$ cat config.mk
export PLATFORM = sky130hd
export DESIGN_NAME = pps_bank
export DESIGN_NICKNAME = d
export VERILOG_FILES = /design/src/rtl/pps_pkg.sv /design/src/rtl/pps_wr_decode.sv /design/src/rtl/pps_chan.sv /design/src/rtl/pps_bank.sv
export SDC_FILE = /design/constraint.sdc
export NUM_CORES = 1
export LEC_CHECK = 0
export BUFFER_PORTS_ARGS = -buffer_cell sky130_fd_sc_hd__buf_2
export CORE_MARGIN = 5
export CORE_UTILIZATION = 56
export CTS_CLUSTER_DIAMETER = 40
export DETAILED_ROUTE_END_ITERATION = 8
export PLACE_DENSITY = 0.81
export SETUP_SLACK_MARGIN = 0.05
export SLEW_MARGIN = 20
export SYNTH_ARGS = -nofsm -noshare
export SYNTH_HDL_FRONTEND = slang
export SYNTH_HIERARCHICAL = 1
export SYNTH_SLANG_ARGS = --single-unit
$ cat constraint.sdc
create_clock -name clk -period 2.8 [get_ports clk]
set_clock_uncertainty 0.2 [all_clocks]
set_input_delay 0.14 -clock clk [delete_from_list [all_inputs] [get_ports clk]]
set_output_delay 0.14 -clock clk [all_outputs]
set_load 0.1 [all_outputs]
$ cat src/rtl/pps_pkg.sv
package pps_pkg;
  typedef enum logic [1:0] {
    PK_STD  = 2'd0,
    PK_ILV  = 2'd1,
    PK_PAIR = 2'd2,
    PK_RSV  = 2'd3
  } pack_e;

  localparam logic [1:0] SRC_OFF  = 2'd0;
  localparam logic [1:0] SRC_FEED = 2'd1;
  localparam logic [1:0] SRC_BUS  = 2'd2;
endpackage

$ cat src/rtl/pps_wr_decode.sv
module pps_wr_decode
  import pps_pkg::*;
#(
  parameter int NUM_CH = 4,
  localparam int CH_W = $clog2(NUM_CH)
) (
  input  logic                  wr_en,
  input  logic [CH_W-1:0]       wr_ch,
  input  logic [1:0]            wr_hmask,
  input  logic [2*NUM_CH-1:0]   src_sel,
  input  logic [2*NUM_CH-1:0]   pack_mode,
  output logic [NUM_CH-1:0]     lo_we,
  output logic [NUM_CH-1:0]     lo_cp,
  output logic [NUM_CH-1:0]     hi_we,
  output logic [NUM_CH-1:0]     start_hi,
  output logic [2*NUM_CH-1:0]   n_new
);
  logic [NUM_CH-1:0] cp_out;

  for (genvar c = 0; c < NUM_CH; c++) begin : g_ch
    logic  hit;
    pack_e mode;
    logic  cp_in;

    assign mode = pack_e'(pack_mode[2*c +: 2]);
    assign hit  = wr_en && (wr_ch == CH_W'(c)) && (src_sel[2*c +: 2] == SRC_BUS);

    if (c % 2 == 0) begin : g_even
      assign cp_out[c] = hit && (mode == PK_PAIR) && wr_hmask[1];
      assign cp_in     = 1'b0;
    end else begin : g_odd
      assign cp_out[c] = 1'b0;
      assign cp_in     = cp_out[c-1];
    end

    always_comb begin
      lo_we[c]       = 1'b0;
      lo_cp[c]       = 1'b0;
      hi_we[c]       = 1'b0;
      start_hi[c]    = 1'b0;
      n_new[2*c +: 2] = 2'd0;
      if (cp_in) begin
        lo_we[c]        = 1'b1;
        lo_cp[c]        = 1'b1;
        n_new[2*c +: 2] = 2'd1;
      end else if (hit) begin
        unique case (mode)
          PK_STD: begin
            lo_we[c]        = wr_hmask[0];
            n_new[2*c +: 2] = {1'b0, wr_hmask[0]};
          end
          PK_ILV: begin
            lo_we[c]        = wr_hmask[0];
            hi_we[c]        = wr_hmask[1];
            start_hi[c]     = !wr_hmask[0];
            n_new[2*c +: 2] = 2'(wr_hmask[0]) + 2'(wr_hmask[1]);
          end
          PK_PAIR: begin
            if (c % 2 == 0) begin
              lo_we[c]        = wr_hmask[0];
              n_new[2*c +: 2] = {1'b0, wr_hmask[0]};
            end
          end
          default: ;
        endcase
      end
    end
  end
endmodule

$ cat src/rtl/pps_chan.sv
module pps_chan #(
  parameter int SMP_W = 16,
  localparam int WORD_W = 2 * SMP_W
) (
  input  logic              clk,
  input  logic              rst,
  input  logic              lo_we,
  input  logic              lo_cp,
  input  logic              hi_we,
  input  logic              start_hi,
  input  logic [1:0]        n_new,
  input  logic [WORD_W-1:0] wr_word,
  input  logic              feed,
  input  logic              ready,
  input  logic              ovr_clr,
  output logic              valid,
  output logic [SMP_W-1:0]  data,
  output logic              new_smp,
  output logic              ovr
);
  logic [SMP_W-1:0] lo_q, hi_q;
  logic [1:0]       cnt_q;
  logic             rd_hi_q;
  logic             take;
  logic [1:0]       left;

  assign valid = (cnt_q != 2'd0) && feed;
  assign data  = rd_hi_q ? hi_q : lo_q;
  assign take  = valid && ready;
  assign left  = cnt_q - 2'(take);

  always_ff @(posedge clk) begin
    if (rst) begin
      lo_q    <= '0;
      hi_q    <= '0;
      cnt_q   <= 2'd0;
      rd_hi_q <= 1'b0;
      new_smp <= 1'b0;
      ovr     <= 1'b0;
    end else begin
      new_smp <= (n_new != 2'd0);
      if (lo_we) lo_q <= lo_cp ? wr_word[WORD_W-1:SMP_W] : wr_word[SMP_W-1:0];
      if (hi_we) hi_q <= wr_word[WORD_W-1:SMP_W];
      if (n_new != 2'd0) begin
        cnt_q   <= n_new;
        rd_hi_q <= start_hi;
      end else if (take) begin
        cnt_q   <= left;
        rd_hi_q <= 1'b1;
      end
      if ((n_new != 2'd0) && (left != 2'd0)) ovr <= 1'b1;
      else if (ovr_clr)                      ovr <= 1'b0;
    end
  end
endmodule

$ cat src/rtl/pps_bank.sv
module pps_bank
  import pps_pkg::*;
#(
  parameter int NUM_CH = 4,
  parameter int SMP_W  = 16,
  localparam int CH_W   = $clog2(NUM_CH),
  localparam int WORD_W = 2 * SMP_W
) (
  input  logic                    clk,
  input  logic                    rst,
  input  logic                    wr_en,
  input  logic [CH_W-1:0]         wr_ch,
  input  logic [1:0]              wr_hmask,
  input  logic [WORD_W-1:0]       wr_data,
  input  logic [2*NUM_CH-1:0]     src_sel,
  input  logic [2*NUM_CH-1:0]     pack_mode,
  input  logic [NUM_CH-1:0]       ovr_clr,
  input  logic [NUM_CH-1:0]       smp_ready,
  output logic [NUM_CH-1:0]       smp_valid,
  output logic [NUM_CH*SMP_W-1:0] smp_data,
  output logic [NUM_CH-1:0]       new_smp,
  output logic [NUM_CH-1:0]       ovr
);
  logic [NUM_CH-1:0]   lo_we, lo_cp, hi_we, start_hi;
  logic [2*NUM_CH-1:0] n_new;

  pps_wr_decode #(.NUM_CH(NUM_CH)) u_dec (
    .wr_en     (wr_en),
    .wr_ch     (wr_ch),
    .wr_hmask  (wr_hmask),
    .src_sel   (src_sel),
    .pack_mode (pack_mode),
    .lo_we     (lo_we),
    .lo_cp     (lo_cp),
    .hi_we     (hi_we),
    .start_hi  (start_hi),
    .n_new     (n_new)
  );

  for (genvar c = 0; c < NUM_CH; c++) begin : g_chan
    logic feed;
    assign feed = (src_sel[2*c +: 2] == SRC_FEED) || (src_sel[2*c +: 2] == SRC_BUS);

    pps_chan #(.SMP_W(SMP_W)) u_chan (
      .clk      (clk),
      .rst      (rst),
      .lo_we    (lo_we[c]),
      .lo_cp    (lo_cp[c]),
      .hi_we    (hi_we[c]),
      .start_hi (start_hi[c]),
      .n_new    (n_new[2*c +: 2]),
      .wr_word  (wr_data),
      .feed     (feed),
      .ready    (smp_ready[c]),
      .ovr_clr  (ovr_clr[c]),
      .valid    (smp_valid[c]),
      .data     (smp_data[c*SMP_W +: SMP_W]),
      .new_smp  (new_smp[c]),
      .ovr      (ovr[c])
    );
  end
endmodule

# Word-level counts from Yosys, hierarchy flattened
# Cells that the tools add are included.
# totals
mem_bits_rw	0
latchBits	0
wordCells	178
memories	0
register_bits	148
input_bits	63
mem_bits_ro	0
# classes
mux	72
n_mul	0
n_eq_ne	17
add_sub_neg	5
reduce_logical	60
order_cmp	0
bitwise	0
div	0
n_shift	0
# op_table
cell	n
2-to-1 mux 16 bit	6
2-to-1 mux 1 bit	48
nonzero test 2 bit	20
2-to-1 mux 2 bit	14
logical AND 1 bit	24
== test 2 x 1 -> 1 bit, second input constant	9
== test 2 bit, second input constant	8
case mux 2 bit (2 select lines)	4
zero test 2 bit	5
OR reduction 2 bit	4
subtractor 2 x 1 -> 2 bit	4
OR reduction 3 bit	2
logical OR 1 bit	4
adder 1 x 1 -> 2 bit	1
zero test 1 bit	1

# Longest topological paths before layout
# logic_depth
word_depth	9
mapped_depth	9
depth_no_buf	7

# Modules after synthesis
# The synthesis kept the hierarchy.
# by_module_without_submodules
module	instances	area_per_inst_um2	cells_per_inst	seq_area_each_um2
pps_chan	4	1709.1	169	740.7
pps_wr_decode	1	367.9	54	0.0
pps_bank	1	35.0	4	0.0

# Worst setup path before layout
# No wires, ideal clock.
# synth_timing
path_type	input -> register
from	input wr_en
to	register g_chan[3].u_chan.lo_q[12]
setup_ns	0.086
t_arrival_ns	1.766
path_buffers	2
slack_ns	0.749
cell_stages	7
path_cell_list	nand2_1 or4b_4 buf_6 o32ai_1 buf_2 nor2_1 a211oi_1
# synth_lines
element	line	text
start: declaration	pps_bank.sv:11	input logic wr_en,
logical AND 1 bit (2 in series)	pps_wr_decode.sv:26	assign hit = wr_en && (wr_ch == CH_W'(c)) && (src_sel[2*c +: 2] == SRC_BUS);
logical AND 1 bit (2 in series)	pps_wr_decode.sv:29	assign cp_out[c] = hit && (mode == PK_PAIR) && wr_hmask[1];
2-to-1 mux 1 bit (*)	pps_wr_decode.sv:42	if (cp_in) begin
net lo_we[3]	pps_bank.sv:24	logic [NUM_CH-1:0] lo_we, lo_cp, hi_we, start_hi;
end signal: assignment	pps_chan.sv:42	if (lo_we) lo_q <= lo_cp ? wr_word[WORD_W-1:SMP_W] : wr_word[SMP_W-1:0];
end: declaration	pps_chan.sv:21	logic [SMP_W-1:0] lo_q, hi_q;
# Mark *: on every way through the listed nets, which the timed path passes. The rest lies on a longest branch.
# A chain may end at the register's enable or synchronous reset.

# Final worst setup path
# layout_timing
from	input pack_mode[5]
to	register g_chan[3].u_chan.lo_q[7]
# layout_between
elab_chain_len	5
# layout_rtl
element	line	text
start: declaration	pps_bank.sv:16	input logic [2*NUM_CH-1:0] pack_mode,
== test 2 bit	pps_wr_decode.sv:29	
logical AND 1 bit (2 in series)	pps_wr_decode.sv:29	
2-to-1 mux 1 bit	pps_wr_decode.sv:42	
net lo_cp[3]	pps_bank.sv:24	
2-to-1 mux 16 bit	pps_chan.sv:42	
# The timed path passes the listed nets, and every way through them passes these cells.

==> impl_metrics.yaml <==
power_and_ir_drop:
  power_w: 0.00533
  p_per_area_nw_per_um2: 580
  peakVddDrop_v: 0.000428
  power_leakage_nw: 3.67
hold_path:
  hold_depth: 4
  min_from: "pack_mode[6]"
  whs_endpoint: "g_chan[3].u_chan/rd_hi_q"
  min_path_type: "input port to register"
setup_path:
  cp.arrival_ns: 2.54
  cp.required_ns: 2.91
  crit_type: "input port to register"
  rrSetupSlack_ns: 1.15
  reg2reg_from: "g_chan[0].u_chan/cnt_q[1]"
  worstSetupEndpointType: "register"
  r2r_cells: 4
  crit_path_max_fanout: 16
  start_kind: "input port"
  r2r_end: "g_chan[0].u_chan/cnt_q[0]"
cts:
  htree_levels: 4
  root_buffer: "clkbuf_16"
  insertion_delay_ns: 0.42
  clk_pin_slew_worst_paths_ns: 0.06
  cts_tree: "done"
  numCtsBuffers: 17
  cts.sinks: 148
  cts_buffer_depth: 2
global_routing:
  antenna_found_initial: 0
  grtUsageTotal_pct: 26.0
  grt_max_degree: 89
  grt_pass1_wl_um: 31100
  grt_pass1_vias: 6146
  grt_overflow_total: 0
logic_synthesis:
  yosys.cell_types.count: 39
  synth_seq_cells: 148
  synth_area_um2: 7240
  syn_area_per_cell_um2: 9.86
  synthTopCellsByArea: "dfxtp_1 (41%), mux2i_1 (18%), mux2_2 (10%), nor2_1 (7.3%), a211oi_1 (6.8%)"
  synth_common_cells: "dfxtp_1 (148), nor2_1 (141), mux2i_1 (130), a211oi_1 (66), mux2_2 (64)"
  synth-edff-count: 0
  ys_seq_area_share_pct: 40.9
  yosysTopAreaCell: "dfxtp_1"
  synth_top_area_share_pct: 40.9
  synthArstFlopShare_pct: 0
  syn_inst: 734
  synthFlopType: "dfxtp_1"
  synth_most_common_cell: "dfxtp_1"
  ys_warn_count: 6
drt:
  top_layer_used: "met4"
  wl_met2_um: 10100
  vias: 6144
  firstDrtPassIters: 4
  drt-met1-wl_um: 8140
  ant_nets: 0
  drt_drc_violations_left: 0
  vias_per_cell: 5.67
  wl_per_cell_um: 18.3
  wl_met3_um: 1210
  drt_iter0_markers: 440
  wl_um: 19900
timing:
  hold_ws_ns: 0.0392
  finalSetupViolCount: 0
  slew_headroom_pct: 51.5
  rsz0062_at_grt: "no"
  tightestPinTransition_ns: 0.727
  tns_ns: 0
  layout_min_cycle_time_ns: 2.43
  fmax_ghz: 0.412
  finalHoldViolCount: 0
  timing.final.crit_share_pct: 86.7
  finalMaxSlewViolations: 0
floorplanning:
  dieHeight_um: 124
  start_util_pct: 57.1
  fp.dieW_um: 124
  coreArea_um2: 12700
  row_count: 41
  die_area_um2: 15300
  io_pins: 139
final_layout:
  nNetsFinal: 966
  fill_cells: 925
  finalNonFillerCells: 1083
  n_antenna_cell: 0
  area_growth_pct: 26.8
  drive_gt1_share_pct: 29.4
placed_design:
  dp.final_hpwl_um: 12500
  gp_congestion: 0.830
  place_inst: 1005
  port_buffers: 138
status:
  status: "finished, final reports clean"
flow_run:
  drv_cap: 0
## layout by cell type (no fill, tap or decap), types with 5 or more instances in the layout
cell type,synthesis,routed
dfxtp_1,148,148
nor2_1,141,140
buf_2,28,137
mux2i_1,130,130
mux2_2,64,64
a211oi_1,66,64
dlygate4sd3_1,0,46
buf_4,12,18
clkbuf_16,0,17
inv_1,16,16
nand2b_1,12,12
nand2_1,9,9
o21ai_0,10,9
a21oi_1,8,8
bufinv_16,0,6
and3_1,6,6
clkbuf_8,0,5
o22ai_1,5,5
nor4b_1,5,5
ha_1,5,5
## power breakdown
part	total [W]	internal, W	leakage, nW	switching [W]
logic	0.000531	0.000191	2.14	0.000340
registers	0.00215	0.00213	1.19	0.0000201
clock network	0.00265	0.00179	0.337	0.000856
## cell type report
| cell class | count | area (um^2) | area share, % |
|---|---|---|---|
| Clock buffer | 24 | 502 | 5.46 |
| Multi-Input combinational cell | 513 | 3950 | 43.0 |
| Clock inverter | 8 | 193 | 2.10 |
| Sequential cell | 148 | 2960 | 32.3 |
| Tap cell | 172 | 215 | 2.34 |
| Timing Repair Buffer | 202 | 1300 | 14.2 |
| Inverter | 16 | 60.1 | 0.654 |
## layer usage
metal / track usage, % / vias up
met5: 0 / -
met4: 10.4 / 0
met3: 6.27 / 38
met2: 45.8 / 222
met1: 30.3 / 2926
li1: - / 2958
## how the worst max path moves through the flow
stage	start	end	slack, ns	depth (start not counted)
floorplan	wr_en	g_chan[3].u_chan/lo_q[12]	0.75	7
global placement	wr_ch[1]	g_chan[3].u_chan/lo_q[9]	0.69	7
detailed placement	wr_ch[1]	g_chan[3].u_chan/lo_q[6]	0.58	7
CTS	pack_mode[5]	g_chan[3].u_chan/lo_q[7]	0.54	8
global route	pack_mode[5]	g_chan[3].u_chan/lo_q[7]	0.31	8
finish	pack_mode[5]	g_chan[3].u_chan/lo_q[7]	0.37	8
## logic make-up (layout without fill, tap and decap cells)
family | Yosys count | in the layout | share of synthesized area [%]
multiplexers | 194 | 194 | 27.9
AND/OR/NAND/NOR | 188 | 188 | 11.7
flip-flops | 148 | 148 | 40.9
AO/OA/AOI/OAI | 120 | 120 | 12.5
buffers and inverters | 74 | 250 | 5.46
adder cells (fa/ha/maj) | 5 | 5 | 0.864
XOR/XNOR | 4 | 4 | 0.484
other | 1 | 2 | 0.0518
## metrics by stage
step | setup slack [ns] | util, % | instance area [um^2]
after CTS | 0.537 | 72.5 | 9180
after detailed placement | 0.585 | 63.4 | 8030
after global routing | 0.307 | 72.5 | 9180
after global placement | 0.687 | 63.4 | 8030
final | 0.372 | 72.5 | 9180
after floorplan | 0.749 | - | 7240
## worst max-delay path: stages
cell and delay [ns]:
dlygate4sd3_1 0.52, buf_2 0.22, nand2_1 0.16, nor3_2 0.14, buf_4 0.33, mux2i_1 0.11
dlygate4sd3_1 0.58, a211oi_1 0.31
## repair_timing
action,4_1_cts,5_1_grt
setup buffers,0,0
hold buffers,46,0
gates resized for setup,0,0
hold endpoints to repair,142,0
## registers in the layout, summed over array words and instances (netlist names)
| signal | count |
|---|---|
| g_chan.u_chan/cnt_q | 8 |
| g_chan.u_chan/hi_q | 64 |
| g_chan.u_chan/lo_q | 64 |
| g_chan.u_chan/new_smp | 4 |
| g_chan.u_chan/ovr | 4 |
| g_chan.u_chan/rd_hi_q | 4 |
(Power assumes the default switching activity.)
